--- config.mk ---
export PLATFORM = sky130hd
export DESIGN_NAME = burst_reg_bridge
export DESIGN_NICKNAME = d
export VERILOG_FILES = /design/src/rtl/brb_pkg.sv /design/src/rtl/brb_decode.sv /design/src/rtl/brb_ctrl.sv /design/src/rtl/brb_regfile.sv /design/src/rtl/burst_reg_bridge.sv
export SDC_FILE = /design/constraint.sdc
export NUM_CORES = 1
export LEC_CHECK = 0
export BUFFER_PORTS_ARGS = -buffer_cell sky130_fd_sc_hd__buf_2
export CAP_MARGIN = 10
export CORE_ASPECT_RATIO = 0.6
export CORE_MARGIN = 5
export CORE_UTILIZATION = 42
export CTS_BUF_LIST = sky130_fd_sc_hd__clkbuf_2
export CTS_CLUSTER_DIAMETER = 80
export DETAILED_ROUTE_END_ITERATION = 6
export PLACE_DENSITY_LB_ADDON = 0.05
export SLEW_MARGIN = 20
export SYNTH_ARGS = -nofsm -noshare
export SYNTH_HDL_FRONTEND = slang
export SYNTH_HIERARCHICAL = 1
export SYNTH_SLANG_ARGS = --single-unit
export TNS_END_PERCENT = 100
--- constraint.sdc ---
create_clock -name clk_i -period 4.1 [get_ports clk_i]
set_clock_uncertainty 0.05 [all_clocks]
set_input_delay 0 -clock clk_i [delete_from_list [all_inputs] [get_ports clk_i]]
set_output_delay 0 -clock clk_i [all_outputs]
set_load 0.005 [all_outputs]
--- src/rtl/brb_pkg.sv ---
package brb_pkg;
  localparam int MSG_W     = 102;
  localparam int MSG_BYTES = (MSG_W + 7) / 8;
  localparam int N_SETUP   = 4;
  localparam int N_FILT    = 4;

  localparam int IDX_SETUP = 0;
  localparam int IDX_STAT0 = IDX_SETUP + N_SETUP;
  localparam int IDX_STAT1 = IDX_STAT0 + 1;
  localparam int IDX_FILT  = IDX_STAT1 + 1;
  localparam int IDX_TX    = IDX_FILT + N_FILT;
  localparam int IDX_RX    = IDX_TX + MSG_BYTES;
  localparam int IDX_TXERR = IDX_RX + MSG_BYTES;
  localparam int IDX_RXERR = IDX_TXERR + 1;
  localparam int N_REGS    = IDX_RXERR + 1;

  typedef enum logic [1:0] {CMD_IDLE = 2'd0, CMD_WR = 2'd1, CMD_RD = 2'd2, CMD_RSV = 2'd3} cmd_e;
  typedef enum logic [1:0] {RSP_NULL = 2'd0, RSP_DVA = 2'd1, RSP_FAIL = 2'd2, RSP_ERR = 2'd3} rsp_e;
  typedef enum logic [3:0] {
    R_NONE, R_SETUP, R_STAT0, R_STAT1, R_FILT, R_TX, R_RX, R_TXERR, R_RXERR
  } reg_kind_e;

  typedef struct packed {
    reg_kind_e  kind;
    logic [4:0] sub;
    logic       ok;
    logic       writable;
  } dec_t;
endpackage

--- src/rtl/brb_decode.sv ---
module brb_decode
  import brb_pkg::*;
#(
  parameter int ADDR_W = 8
) (
  input  logic [ADDR_W-1:0] addr_i,
  output dec_t              dec_o
);
  int widx;

  always_comb begin
    widx  = int'(addr_i[ADDR_W-1:2]);
    dec_o = '{kind: R_NONE, sub: 5'd0, ok: 1'b0, writable: 1'b0};
    if (addr_i[1:0] == 2'b00 && widx < N_REGS) begin
      dec_o.ok = 1'b1;
      if (widx < IDX_STAT0) begin
        dec_o.kind = R_SETUP; dec_o.sub = 5'(widx - IDX_SETUP); dec_o.writable = 1'b1;
      end else if (widx == IDX_STAT0) begin
        dec_o.kind = R_STAT0;
      end else if (widx == IDX_STAT1) begin
        dec_o.kind = R_STAT1;
      end else if (widx < IDX_TX) begin
        dec_o.kind = R_FILT; dec_o.sub = 5'(widx - IDX_FILT); dec_o.writable = 1'b1;
      end else if (widx < IDX_RX) begin
        dec_o.kind = R_TX; dec_o.sub = 5'(widx - IDX_TX); dec_o.writable = 1'b1;
      end else if (widx < IDX_TXERR) begin
        dec_o.kind = R_RX; dec_o.sub = 5'(widx - IDX_RX);
      end else if (widx == IDX_TXERR) begin
        dec_o.kind = R_TXERR;
      end else begin
        dec_o.kind = R_RXERR;
      end
    end
  end
endmodule

--- src/rtl/brb_ctrl.sv ---
module brb_ctrl
  import brb_pkg::*;
#(
  parameter int ADDR_W = 8,
  parameter int LEN_W  = 5
) (
  input  logic              clk_i,
  input  logic              rst_ni,
  input  logic [1:0]        cmd_i,
  input  logic [ADDR_W-1:0] addr_i,
  input  logic [LEN_W-1:0]  len_i,
  input  logic [2:0]        kind_i,
  input  logic              precise_i,
  input  logic              single_i,
  input  logic              wvalid_i,
  input  logic              wlast_i,
  input  logic              dec_ok_i,
  input  logic              dec_wr_i,
  output logic              cmd_ready_o,
  output logic              wready_o,
  output logic [1:0]        resp_o,
  output logic              resp_last_o,
  output logic [ADDR_W-1:0] cur_addr_o,
  output logic              we_o,
  output logic              rd_o
);
  typedef enum logic [1:0] {S_IDLE, S_WR, S_WRSP, S_RD} st_e;

  localparam logic [ADDR_W-1:0] STEP = ADDR_W'(4);
  localparam logic [LEN_W-1:0]  ONE  = LEN_W'(1);

  st_e               st_q;
  logic [ADDR_W-1:0] addr_q;
  logic [LEN_W-1:0]  left_q;
  logic              bad_q, err_q;
  logic              param_bad, rd_bad, wr_bad;

  assign param_bad = (cmd_i == CMD_RSV) || (kind_i != 3'd0) || (len_i == '0) ||
                     ((len_i != ONE) && !(precise_i && single_i));
  assign rd_bad    = bad_q || !dec_ok_i;
  assign wr_bad    = bad_q || !dec_ok_i || !dec_wr_i;

  always_ff @(posedge clk_i or negedge rst_ni) begin
    if (!rst_ni) begin
      st_q   <= S_IDLE;
      addr_q <= '0;
      left_q <= '0;
      bad_q  <= 1'b0;
      err_q  <= 1'b0;
    end else begin
      unique case (st_q)
        S_IDLE: if (cmd_i != CMD_IDLE) begin
          addr_q <= addr_i;
          left_q <= (len_i == '0 || cmd_i == CMD_RSV) ? ONE : len_i;
          bad_q  <= param_bad;
          err_q  <= 1'b0;
          st_q   <= (cmd_i == CMD_WR) ? S_WR : S_RD;
        end
        S_WR: if (wvalid_i) begin
          addr_q <= addr_q + STEP;
          err_q  <= err_q | wr_bad;
          if (wlast_i) st_q <= S_WRSP;
        end
        S_WRSP: st_q <= S_IDLE;
        S_RD: begin
          addr_q <= addr_q + STEP;
          left_q <= left_q - ONE;
          if (left_q == ONE) st_q <= S_IDLE;
        end
        default: st_q <= S_IDLE;
      endcase
    end
  end

  always_comb begin
    cmd_ready_o = (st_q == S_IDLE);
    wready_o    = (st_q == S_WR);
    we_o        = (st_q == S_WR) && wvalid_i && !wr_bad;
    rd_o        = (st_q == S_RD) && !rd_bad;
    resp_o      = RSP_NULL;
    resp_last_o = 1'b0;
    if (st_q == S_WRSP) begin
      resp_o      = err_q ? RSP_ERR : RSP_DVA;
      resp_last_o = 1'b1;
    end else if (st_q == S_RD) begin
      resp_o      = rd_bad ? RSP_ERR : RSP_DVA;
      resp_last_o = (left_q == ONE);
    end
  end

  assign cur_addr_o = addr_q;

  // taking a request closes the request channel
  a_r2_busy_after_take: assert property (@(posedge clk_i) disable iff (!rst_ni)
    (cmd_ready_o && cmd_i != CMD_IDLE) |=> !cmd_ready_o);
  // after the final beat the socket is free again
  a_r3_last_then_free: assert property (@(posedge clk_i) disable iff (!rst_ni)
    resp_last_o |=> cmd_ready_o);
  // the data phase closes straight into its response
  a_r4_wr_ends_in_resp: assert property (@(posedge clk_i) disable iff (!rst_ni)
    $fell(wready_o) |-> (resp_last_o && resp_o != RSP_NULL));
  // request, data and response phases never overlap
  a_r2_phase_exclusive: assert property (@(posedge clk_i) disable iff (!rst_ni)
    $onehot0({cmd_ready_o, wready_o, resp_o != RSP_NULL}));
endmodule

--- src/rtl/brb_regfile.sv ---
module brb_regfile
  import brb_pkg::*;
(
  input  logic                 clk_i,
  input  logic                 rst_ni,
  input  logic                 we_i,
  input  logic                 rd_i,
  input  dec_t                 dec_i,
  input  logic [7:0]           wdata_i,
  input  logic [MSG_W-1:0]     rx_msg_i,
  input  logic                 rx_done_i,
  input  logic                 bus_off_i,
  input  logic                 err_passive_i,
  input  logic                 tx_busy_i,
  input  logic [7:0]           ctrl_status_i,
  input  logic [7:0]           tx_err_cnt_i,
  input  logic [7:0]           rx_err_cnt_i,
  output logic [7:0]           rdata_o,
  output logic [8*N_SETUP-1:0] setup_o,
  output logic [8*N_FILT-1:0]  filter_o,
  output logic [MSG_W-1:0]     tx_msg_o
);
  localparam int SW       = $clog2(N_SETUP);
  localparam int FW       = $clog2(N_FILT);
  localparam int MW       = $clog2(MSG_BYTES);
  localparam int TOP_BITS = MSG_W - 8 * (MSG_BYTES - 1);
  localparam logic [7:0] TOP_MASK = 8'((1 << TOP_BITS) - 1);

  logic [7:0]       setup_q [N_SETUP];
  logic [7:0]       filt_q  [N_FILT];
  logic [7:0]       tx_q    [MSG_BYTES];
  logic [MSG_W-1:0] rx_q;
  logic             rx_new_q, rx_prev_q, rx_rise;

  assign rx_rise = rx_done_i && !rx_prev_q;

  always_ff @(posedge clk_i or negedge rst_ni) begin
    if (!rst_ni) begin
      for (int i = 0; i < N_SETUP; i++) setup_q[i] <= '0;
      for (int i = 0; i < N_FILT; i++) filt_q[i] <= '0;
      for (int i = 0; i < MSG_BYTES; i++) tx_q[i] <= '0;
    end else if (we_i) begin
      unique case (dec_i.kind)
        R_SETUP: setup_q[dec_i.sub[SW-1:0]] <= wdata_i;
        R_FILT:  filt_q[dec_i.sub[FW-1:0]]  <= wdata_i;
        R_TX:    tx_q[dec_i.sub[MW-1:0]] <= (int'(dec_i.sub) == MSG_BYTES - 1) ?
                                            (wdata_i & TOP_MASK) : wdata_i;
        default: ;
      endcase
    end
  end

  always_ff @(posedge clk_i or negedge rst_ni) begin
    if (!rst_ni) begin
      rx_q      <= '0;
      rx_new_q  <= 1'b0;
      rx_prev_q <= 1'b0;
    end else begin
      rx_prev_q <= rx_done_i;
      if (rx_rise) rx_q <= rx_msg_i;
      // capture wins over a same-cycle clearing read
      if (rx_rise) rx_new_q <= 1'b1;
      else if (rd_i && dec_i.kind == R_STAT0) rx_new_q <= 1'b0;
    end
  end

  always_comb begin
    rdata_o = '0;
    unique case (dec_i.kind)
      R_SETUP: rdata_o = setup_q[dec_i.sub[SW-1:0]];
      R_STAT0: rdata_o = {4'b0, tx_busy_i, err_passive_i, bus_off_i, rx_new_q};
      R_STAT1: rdata_o = ctrl_status_i;
      R_FILT:  rdata_o = filt_q[dec_i.sub[FW-1:0]];
      R_TX:    rdata_o = tx_q[dec_i.sub[MW-1:0]];
      R_RX: for (int j = 0; j < 8; j++) begin
        if (8 * int'(dec_i.sub) + j < MSG_W) rdata_o[j] = rx_q[8 * int'(dec_i.sub) + j];
      end
      R_TXERR: rdata_o = tx_err_cnt_i;
      R_RXERR: rdata_o = rx_err_cnt_i;
      default: rdata_o = '0;
    endcase
  end

  for (genvar g = 0; g < N_SETUP; g++) begin : g_setup
    assign setup_o[8*g +: 8] = setup_q[g];
  end
  for (genvar g = 0; g < N_FILT; g++) begin : g_filt
    assign filter_o[8*g +: 8] = filt_q[g];
  end

  always_comb begin
    for (int b = 0; b < MSG_W; b++) tx_msg_o[b] = tx_q[b / 8][b % 8];
  end

  // captured message only moves on a capture edge
  a_r9_rx_stable: assert property (@(posedge clk_i) disable iff (!rst_ni)
    !rx_rise |=> $stable(rx_q));
  // a capture always leaves the new-frame flag set
  a_r10_flag_set: assert property (@(posedge clk_i) disable iff (!rst_ni)
    rx_rise |=> rx_new_q);
  // host-writable state only changes on an accepted write
  a_r12_setup_hold: assert property (@(posedge clk_i) disable iff (!rst_ni)
    !we_i |=> ($stable(setup_o) && $stable(filter_o) && $stable(tx_msg_o)));
endmodule

--- src/rtl/burst_reg_bridge.sv ---
module burst_reg_bridge
  import brb_pkg::*;
#(
  parameter int ADDR_W = 8,
  parameter int LEN_W  = 5
) (
  input  logic              clk_i,
  input  logic              rst_ni,
  input  logic [1:0]        cmd_i,
  input  logic [ADDR_W-1:0] addr_i,
  input  logic [LEN_W-1:0]  burst_len_i,
  input  logic [2:0]        burst_kind_i,
  input  logic              burst_precise_i,
  input  logic              burst_single_i,
  output logic              cmd_ready_o,
  input  logic              wvalid_i,
  input  logic [7:0]        wdata_i,
  input  logic              wlast_i,
  output logic              wready_o,
  output logic [1:0]        resp_o,
  output logic [7:0]        rdata_o,
  output logic              resp_last_o,
  output logic [31:0]       setup_o,
  output logic [31:0]       filter_o,
  output logic [101:0]      tx_msg_o,
  input  logic [101:0]      rx_msg_i,
  input  logic              rx_done_i,
  input  logic              bus_off_i,
  input  logic              err_passive_i,
  input  logic              tx_busy_i,
  input  logic [7:0]        ctrl_status_i,
  input  logic [7:0]        tx_err_cnt_i,
  input  logic [7:0]        rx_err_cnt_i
);
  logic [ADDR_W-1:0] cur_addr;
  dec_t              dec;
  logic              we, rd;

  brb_ctrl #(.ADDR_W(ADDR_W), .LEN_W(LEN_W)) u_ctrl (
    .clk_i, .rst_ni, .cmd_i, .addr_i,
    .len_i(burst_len_i), .kind_i(burst_kind_i),
    .precise_i(burst_precise_i), .single_i(burst_single_i),
    .wvalid_i, .wlast_i,
    .dec_ok_i(dec.ok), .dec_wr_i(dec.writable),
    .cmd_ready_o, .wready_o, .resp_o, .resp_last_o,
    .cur_addr_o(cur_addr), .we_o(we), .rd_o(rd)
  );

  brb_decode #(.ADDR_W(ADDR_W)) u_dec (.addr_i(cur_addr), .dec_o(dec));

  brb_regfile u_regs (
    .clk_i, .rst_ni, .we_i(we), .rd_i(rd), .dec_i(dec), .wdata_i,
    .rx_msg_i, .rx_done_i, .bus_off_i, .err_passive_i, .tx_busy_i,
    .ctrl_status_i, .tx_err_cnt_i, .rx_err_cnt_i,
    .rdata_o, .setup_o, .filter_o, .tx_msg_o
  );
endmodule

## After elaboration in Yosys (flattened, before gate mapping)

Index checks and enable logic that the tools add are counted.

- Register bits after elaboration: 289
- Input port bits: 162
- Output and inout port bits: 179
- Logic and storage cells: 219

- Add/subtract/negate cells: 12
- Order comparisons: 25
- Equality and inequality tests: 23
- Multiplexer cells: 88
- Bitwise logic cells: 3
- Reduce and logical (&&, ||, !) cells: 39

Operators by type and width:

| operator | count |
|---|---|
| 32-bit by 8-bit < comparator with 1-bit output, second input constant | 7 |
| 32-bit by 9-bit < comparator with 1-bit output, second input constant | 7 |
| 104-bit bitwise mux | 1 |
| 8-bit two-way mux | 11 |
| 32-bit bitwise mux | 2 |
| 8-bit case mux with 8 select lines | 1 |
| 1-bit binary-select mux with 7-bit select | 7 |
| 8-bit by 3-bit adder with 9-bit output, second input constant | 4 |
| 1-bit two-way mux | 34 |
| 8-bit binary-select mux with 2-bit select | 2 |
| 8-bit binary-select mux with 4-bit select | 1 |
| 8-bit demux with 4-bit select | 1 |
| 9-bit two-way mux | 3 |
| 5-bit two-way mux | 5 |
| 8-bit case mux with 3 select lines | 1 |
| 8-bit by 2-bit adder with 9-bit output, second input constant | 2 |
| 2-bit two-way mux | 9 |
| 8-bit demux with 2-bit select | 1 |
| 4-bit by 3-bit == test with 1-bit output, second input constant | 4 |
| 4-bit two-way mux | 4 |
| 6-bit by 4-bit == test with 1-bit output, second input constant | 2 |
| 6-bit < comparator, second input constant | 2 |
| 11-bit two-way mux | 1 |
| 1-bit logical AND | 10 |
| 42 further kinds | 68 |

## Depth between registers and ports, before layout

Gate-level depths: netlist of run 1.

- Word-level depth: 16
- Gate-level depth with buffers: 14

## Hierarchy

The synthesis of run 1 kept the hierarchy.

By module, submodules not included:

| module | times used | cells each | area each (µm²) | seq. area each (µm²) |
|---|---|---|---|---|
| brb_regfile | 1 | 963 | 13595.5 | 6806.5 |
| brb_ctrl | 1 | 132 | 1118.6 | 425.4 |
| brb_decode | 1 | 69 | 467.9 | 0.0 |

## Worst setup path before layout of run 1

Ideal clock, no wire load.

- Path type: register -> output
- Start point: register u_ctrl.addr_q[3] (netlist: u_ctrl/cur_addr_o[3])
- End point: output rdata_o[7]
- Arrival time: 3.108 ns
- Data required time: 4.050 ns
- Setup slack: 0.942 ns
- Cell stages (with the launch flop): 11
- Path buffers: 1
- Cells stage by stage: dfrtp_1 > inv_1 > ha_1 > o211ai_1 > nand2_1 > a211oi_2 > buf_2 > mux4_2 > a22oi_1 > a21oi_1 > or3_1

RTL lines:

| what | line | text |
|---|---|---|
| from (decl) | brb_ctrl.sv:33 | `logic [ADDR_W-1:0] addr_q;` |
| from (signal assigned) | brb_ctrl.sv:53 | `addr_q <= addr_i;` |
| from (signal assigned) | brb_ctrl.sv:60 | `addr_q <= addr_q + STEP;` |
| from (signal assigned) | brb_ctrl.sv:66 | `addr_q <= addr_q + STEP;` |
| to (decl) | burst_reg_bridge.sv:21 | `output logic [7:0] rdata_o,` |

==> metrics.txt, run 1 <==
run status finished, violations left; failing checks setup timing; die area 40170 µm²; Post-Synth XOR/XNOR Area 0.3461%; commonest non-fill, non-tap cell in the layout buf_2; Final Util 59.14%; Critical Path RT 4050 ps; Syn Area/Cell 13.04 µm²; # setup viols final 8; GR Overflow Total 0; Initial Utilization 42.95%; maxcap violations 0; Max VDD drop 208.4 µV; total internal power 5.634 mW; switching power 3.383 mW; Final WS setup -383.5 ps; Pwr Total 9.017 mW; Seq cells post-synth 289; ranking of synthesized cells by area dfrtp_1 (48%), mux2_2 (19%), mux4_2 (8.3%); first-pass GRT wire length 82900 µm; routed vias/inst 5.393; CTS tree built; Yosys top cell by area dfrtp_1; area share of fa/ha/maj cells after synthesis 0.6593%; clk buf depth 3; largest fanout on the critical path 6; Die Y-Extent 157.3 µm; Mapped Nets 1334; sequential area share after synthesis 47.63%; Overall Global Routing Usage 27.18%; Post-DRT Antenna Nets 0; DR WL/cell 23.98 µm; Synth Flop Type dfrtp_1; Filler Cell Count 2974; worst-margin pin slew 844.2 ps; post-synthesis mux area share 29.38%; Bufs and invs on worst path 3; Distinct cells, synth 69; Core Rows 53; non-filler instance count after layout 2291; setup TNS -2207 ps; Syn. warnings 6; WP data arrival 4430 ps; fin crit share 109.4%; clock slew at reported path FFs 100 ps; Mapped Cells 1164; CTS root buffer clkbuf_2; register share of total power 36.4%; vias in the first global route 13140; IO Pins 341; most frequent cells in the layout buf_2 (338), dlygate4sd3_1 (289), dfrtp_1 (286); Static Leak 10.17 nW; layout cells sized above 1 49.89%; Remaining DRCs 0; Slew Limit Fails 0; Num CTS Buffers 72; Placed Cells incl. Taps 1851; Max Clock Freq 223.0 MHz; Core ar. 35350 µm²; Crit path largest cell delay 570 ps; Detailed Place HPWL 36750 µm; Chip Width 255.5 µm; nets 1946; WS Path Type reg -> out; crit path time final 4483 ps; Fin. Hold Viols 0; via count 12360; clock latency on the worst-skew pair 920 ps; Pwr per Cell Area 431.4 nW/µm²; Worst setup SP type flip-flop; 1st-pass router iterations 6; Clk pwr share 21.2%; clk sinks 289; Worst Hold Class in -> reg; worst hold slack 116.3 ps; post-synthesis compound-gate area fraction 5.851%; synthesized area 15180 µm²; Post-synth EDFFs 0; antenna violations before repair 5; Switching Share 37.52%; CP max-delay cell mux4_2; Area Growth Syn to Fin 37.68%; cell mode on critical path a211oi_4; RePlAce Congestion 0.8812; Starting DRT DRC Count 896; CP endpoint kind output pin; largest net degree at the start of global routing 94; crit-path cells a211o_1 -> a211oi_4 -> nand2_2 -> a211oi_4 -> buf_12 -> buf_8 -> mux4_2 -> a32oi_2 -> nand4_1 -> or3_4 -> buf_6; fraction of the mapped netlist area in simple logic gates 8.200%; RSZ-0062 raised after global routing yes; Worst slew margin 43.60%; combinational power share 42.5%; Port Buffer Count 340; largest family of logic cells by synthesized area multiplexers; Total Wirelength 54950 µm; share of the synthesized area in the top cell type 47.63%; htree depth 3; cell family with the largest share of critical-path delay compound AO/OA/AOI/OAI gates; ys async rst share 100.0%
-- kinds of logic (layout without fill, tap and decap cells) --
logic type	Yosys count	in the layout
other	0	4
multiplexers	342	342
flip-flops	289	289
XOR/XNOR	6	6
AO/OA/AOI/OAI	122	122
AND/OR/NAND/NOR	211	211
buffers and inverters	186	842
adder cells (fa/ha/maj)	8	8
-- path summary, 6_finish.rpt --
kind / from / endpoint / cells after the start / slack, ps
max: u_ctrl/cur_addr_o[3]$_DFFE_PN0P_ / rdata_o[6] / 11 / -380
min: wdata_i[6] / u_regs/tx_msg_o[6]$_DFFE_PN0P_ / 4 / 120
max reg2reg: u_ctrl/cur_addr_o[3]$_DFFE_PN0P_ / u_regs/filter_o[30]$_DFFE_PN0P_ / 10 / 110
min reg2reg: u_ctrl/err_q$_DFFE_PN0P_ / u_ctrl/err_q$_DFFE_PN0P_ / 2 / 450
max in group asynchronous: rst_ni / u_regs/rx_q[68]$_DFFE_PN0P_ / 4 / 3220
min in group asynchronous: rst_ni / u_ctrl/left_q[1]$_DFFE_PN0P_ / 4 / 240
-- per-stage QoR --
| step | area (µm²) | worst slack (ps) |
|---|---|---|
| 2_1_floorplan | 15180 | 942.1 |
| 3_3_place_gp | 16850 | -116.4 |
| 3_5_place_dp | 16850 | -166.4 |
| 4_1_cts | 20770 | -440.4 |
| 5_1_grt | 20900 | -541.8 |
| 6_report | 20900 | -383.5 |
-- synth_stat cells (6+ instances only) --
library cell and instances:
a21oi_1 13, a221oi_1 9, a22oi_1 13, a31oi_1 9, buf_2 26, buf_4 108, buf_6 9, clkbuf_1 31
dfrtp_1 289, ha_1 8, inv_1 12, mux2_1 10, mux2_2 259, mux2i_1 17, mux4_2 56, nand2_1 69
nand2b_1 6, nand3_1 15, nor2_1 27, nor2_2 6, nor2_8 9, nor2b_1 11, nor3_1 14, o211ai_1 6
o21ai_0 24, o22ai_1 6, or3_1 11
-- flip-flops by register name, indices dropped and copies added, names as in the netlist, 2 cells and up --
| signal | count |
|---|---|
| u_ctrl/cur_addr_o | 8 |
| u_regs/setup_o | 32 |
| u_regs/tx_msg_o | 102 |
| u_regs/tx_q | 2 |
| u_regs/filter_o | 32 |
| u_ctrl/st_q | 2 |
| u_regs/rx_q | 102 |
| u_ctrl/left_q | 5 |
-- layout make-up --
type                            count  area (µm²)  area share (%)
Multi-Input combinational cell    689        6965           33.32
Clock inverter                     18       93.84          0.4489
Antenna cell                        4       10.01         0.04789
Tap cell                          467       584.3           2.795
Clock buffer                      100       500.5           2.394
Timing Repair Buffer              712        5468           26.16
Inverter                           12       45.04          0.2155
Sequential cell                   289        7236           34.62
-- per-layer routing --
| layer | routed length [µm] | share of wire, % | track usage [%] |
|---|---|---|---|
| met5 | 27 | 0.049 | 0 |
| met4 | 1122 | 2.0 | 6.675 |
| met3 | 3843 | 7.0 | 6.638 |
| met2 | 25140 | 46 | 42.72 |
| met1 | 24810 | 45 | 38.55 |
-- power by group through the flow --
stage               Clock, mW  Sequential (mW)  Combinational [mW]
global route             2.13             3.31                4.08
detailed placement          0             3.33                2.87
finish                   1.91             3.28                3.83
floorplan                   0             3.27                1.90
global placement            0             3.32                2.85
CTS                      1.97             3.27                3.67
-- worst min-delay path, delay by kind of cell --
family	cells	cell delay, ps
buffers and inverters	2	700
AO/OA/AOI/OAI	2	340
-- what timing repair did --
| action | in CTS | in global routing |
|---|---|---|
| gates resized for setup | 36 | 17 |
| pin swaps | 12 | 5 |
| gates cloned | 3 | 0 |
| buffers inserted | 23 | 2 |
| endpoints found under the setup margin | 8 | 9 |
| endpoints found under the hold margin | 578 | 0 |
| hold buffers | 290 | 0 |
Power figures use the tool's default switching activity.
==> inputs of run 2 (changes only) <==
==> constraint.sdc (replaced) <==
create_clock -name clk_i -period 5.5 [get_ports clk_i]
set_clock_uncertainty 0.05 [all_clocks]
set_input_delay 0 -clock clk_i [delete_from_list [all_inputs] [get_ports clk_i]]
set_output_delay 0 -clock clk_i [all_outputs]
set_load 0.005 [all_outputs]
==> metrics.txt, run 2 (synthesis gave the netlist of run 1 again) <==
# setup viols final 0 (-8); Core Rows 53 (unchanged); Max Clock Freq 186.5 MHz; Total Wirelength 54930 µm (about the same); setup TNS 0 ps (+2207 ps); RSZ-0062 raised after global routing no; DR WL/cell 24.69 µm (+2.9%); CP max-delay cell dfrtp_1; CTS tree built; largest fanout on the critical path 16 (+10); Post-DRT Antenna Nets 0 (unchanged); antenna violations before repair 1 (-4); vias in the first global route 13000 (-1.1%); Worst Hold Class in -> reg; Worst setup SP type flip-flop; commonest non-fill, non-tap cell in the layout buf_2; Max VDD drop 144.8 µV (-31%); WS Path Type reg -> out; IO Pins 341 (unchanged); Critical Path RT 5450 ps (+1400 ps); die area 40170 µm² (unchanged); Remaining DRCs 0 (unchanged); routed vias/inst 5.467 (+1.4%); maxcap violations 0 (unchanged); Filler Cell Count 3045 (+2.4%); worst-margin pin slew 1180 ps (+335.4 ps); non-filler instance count after layout 2225 (-2.9%); Pwr per Cell Area 312.6 nW/µm² (-28%); Core ar. 35350 µm² (unchanged); Area Growth Syn to Fin 32.07%; WP data arrival 5310 ps (+880 ps); clock slew at reported path FFs 110 ps (about the same); register area 7236 µm² (unchanged); most frequent cells in the layout buf_2 (339), dlygate4sd3_1 (287), dfrtp_1 (286); Overall Global Routing Usage 26.95% (-0.23 points); largest net degree at the start of global routing 139 (+48%); Starting DRT DRC Count 879 (-1.9%); Chip Width 255.5 µm (unchanged); first-pass GRT wire length 81960 µm (-1.1%); Port Buffer Count 340 (unchanged); layout cells sized above 1 47.07% (-2.8 points); Num CTS Buffers 73 (+1.4%); R2R cell count 10 (unchanged); postcts setup bufs 0 (-100%); Detailed Place HPWL 36840 µm (+0.25%); Crit path largest cell delay 590 ps (+20 ps); clk sinks 289 (unchanged); CP endpoint kind output pin; CTS root buffer clkbuf_2; 1st-pass router iterations 5 (-1); crit path time final 5361 ps; Initial Utilization 42.95% (unchanged); Static Leak 9.742 nW (-4.2%); Die Y-Extent 157.3 µm (unchanged); Slew Limit Fails 0 (unchanged); fin crit share 97.47%; Placed Cells incl. Taps 1817 (-1.8%); htree depth 3 (unchanged); area of the multi-input gates 6810 µm² (-2.2%); nets 1884 (-3.2%); clock latency on the worst-skew pair 950 ps (+30 ps); Worst slew margin 21.36% (-22 points); via count 12170 (-1.5%); run status finished clean; GR Overflow Total 0 (unchanged); Hold Path Depth 5 (+1); clk buf depth 3 (unchanged); RePlAce Congestion 0.8481 (-3.8%); Fin. Hold Viols 0 (unchanged); crit-path cells a211o_1 -> a211oi_4 -> nand3_4 -> o22ai_4 -> buf_4 -> mux4_2 -> a32oi_1 -> nand4_1 -> or3_1 -> buf_2
run 2: cell types whose count changed in the layout (fill, tap and decap cells not counted), moves of 3 or more:
cell	change
a221oi_1	+4
a221oi_2	-4
diode_2	-3
clkinv_1	-4
nand2_2	-3
buf_12	-6
bufbuf_16	-3
buf_4	-49
nand2_1	+3
run 2: final cells by class:
cell class              instances  share of cell area, %
diodes                          1                0.01248
multi-input cells             690                  33.96
clock inverters                18                 0.4306
flip-flops and latches        289                  36.09
repair buffers                648                  23.87
inverters                      12                 0.2246
well taps                     467                  2.914
clock buffers                 100                  2.496
run 2: metal layers:
layer  wire length, µm  vias up  GRT usage (%)
met4              1124        2          6.675
li1                  -     5325              -
met3              4357       92          8.418
met2             24960      487          42.47
met1             24450     6259          36.94
met5                40        -              0
run 2: critical path: cells and delay by family (launching register included):
family,cells,cell delay (ps)
compound gates,4,1690
flops,1,590
simple gates,3,1170
buf+inv,2,490
mux,1,410
run 2: through the flow:
stage,hold WS [ps],setup WS (ps),area (µm²),util [%],power [mW]
after floorplan,-345.6,2342,15180,-,3.851
after global placement,62.71,1096,16530,46.77,4.477
after detailed placement,64.67,1059,16530,46.77,4.493
after CTS,10.47,14.72,20020,56.64,6.229
after global routing,64.11,12.35,20050,56.73,6.640
final,133.7,139.3,20050,56.73,6.269
run 2: path summary, 6_finish.rpt:
check	startpoint	end	slack, ps
worst max-delay path	u_ctrl/cur_addr_o[4]$_DFFE_PN0P_	rdata_o[6]	140
worst min-delay path	wvalid_i	u_ctrl/err_q$_DFFE_PN0P_	130
worst max register to register	u_ctrl/cur_addr_o[4]$_DFFE_PN0P_	u_regs/tx_msg_o[87]$_DFFE_PN0P_	1110
worst min register to register	u_ctrl/err_q$_DFFE_PN0P_	u_ctrl/err_q$_DFFE_PN0P_	450
max in group asynchronous	rst_ni	u_regs/rx_q[62]$_DFFE_PN0P_	4510
min in group asynchronous	rst_ni	u_regs/filter_o[29]$_DFFE_PN0P_	230
run 2: repair_timing:
action                     CTS  global route
setup endpoints to repair    1             5
pin swaps                    1             2
resized for setup            0             7
gates cloned                 0             1
hold endpoints to repair   578             0
hold buffers               288             0
run 2: power by group:
group / total [mW] / internal [mW] / leakage [nW] / switching (mW)
Clock: 1.42 / 0.490 / 0.454 / 0.930
Combinational: 2.33 / 1.04 / 5.53 / 1.29
Sequential: 2.52 / 2.30 / 3.76 / 0.221
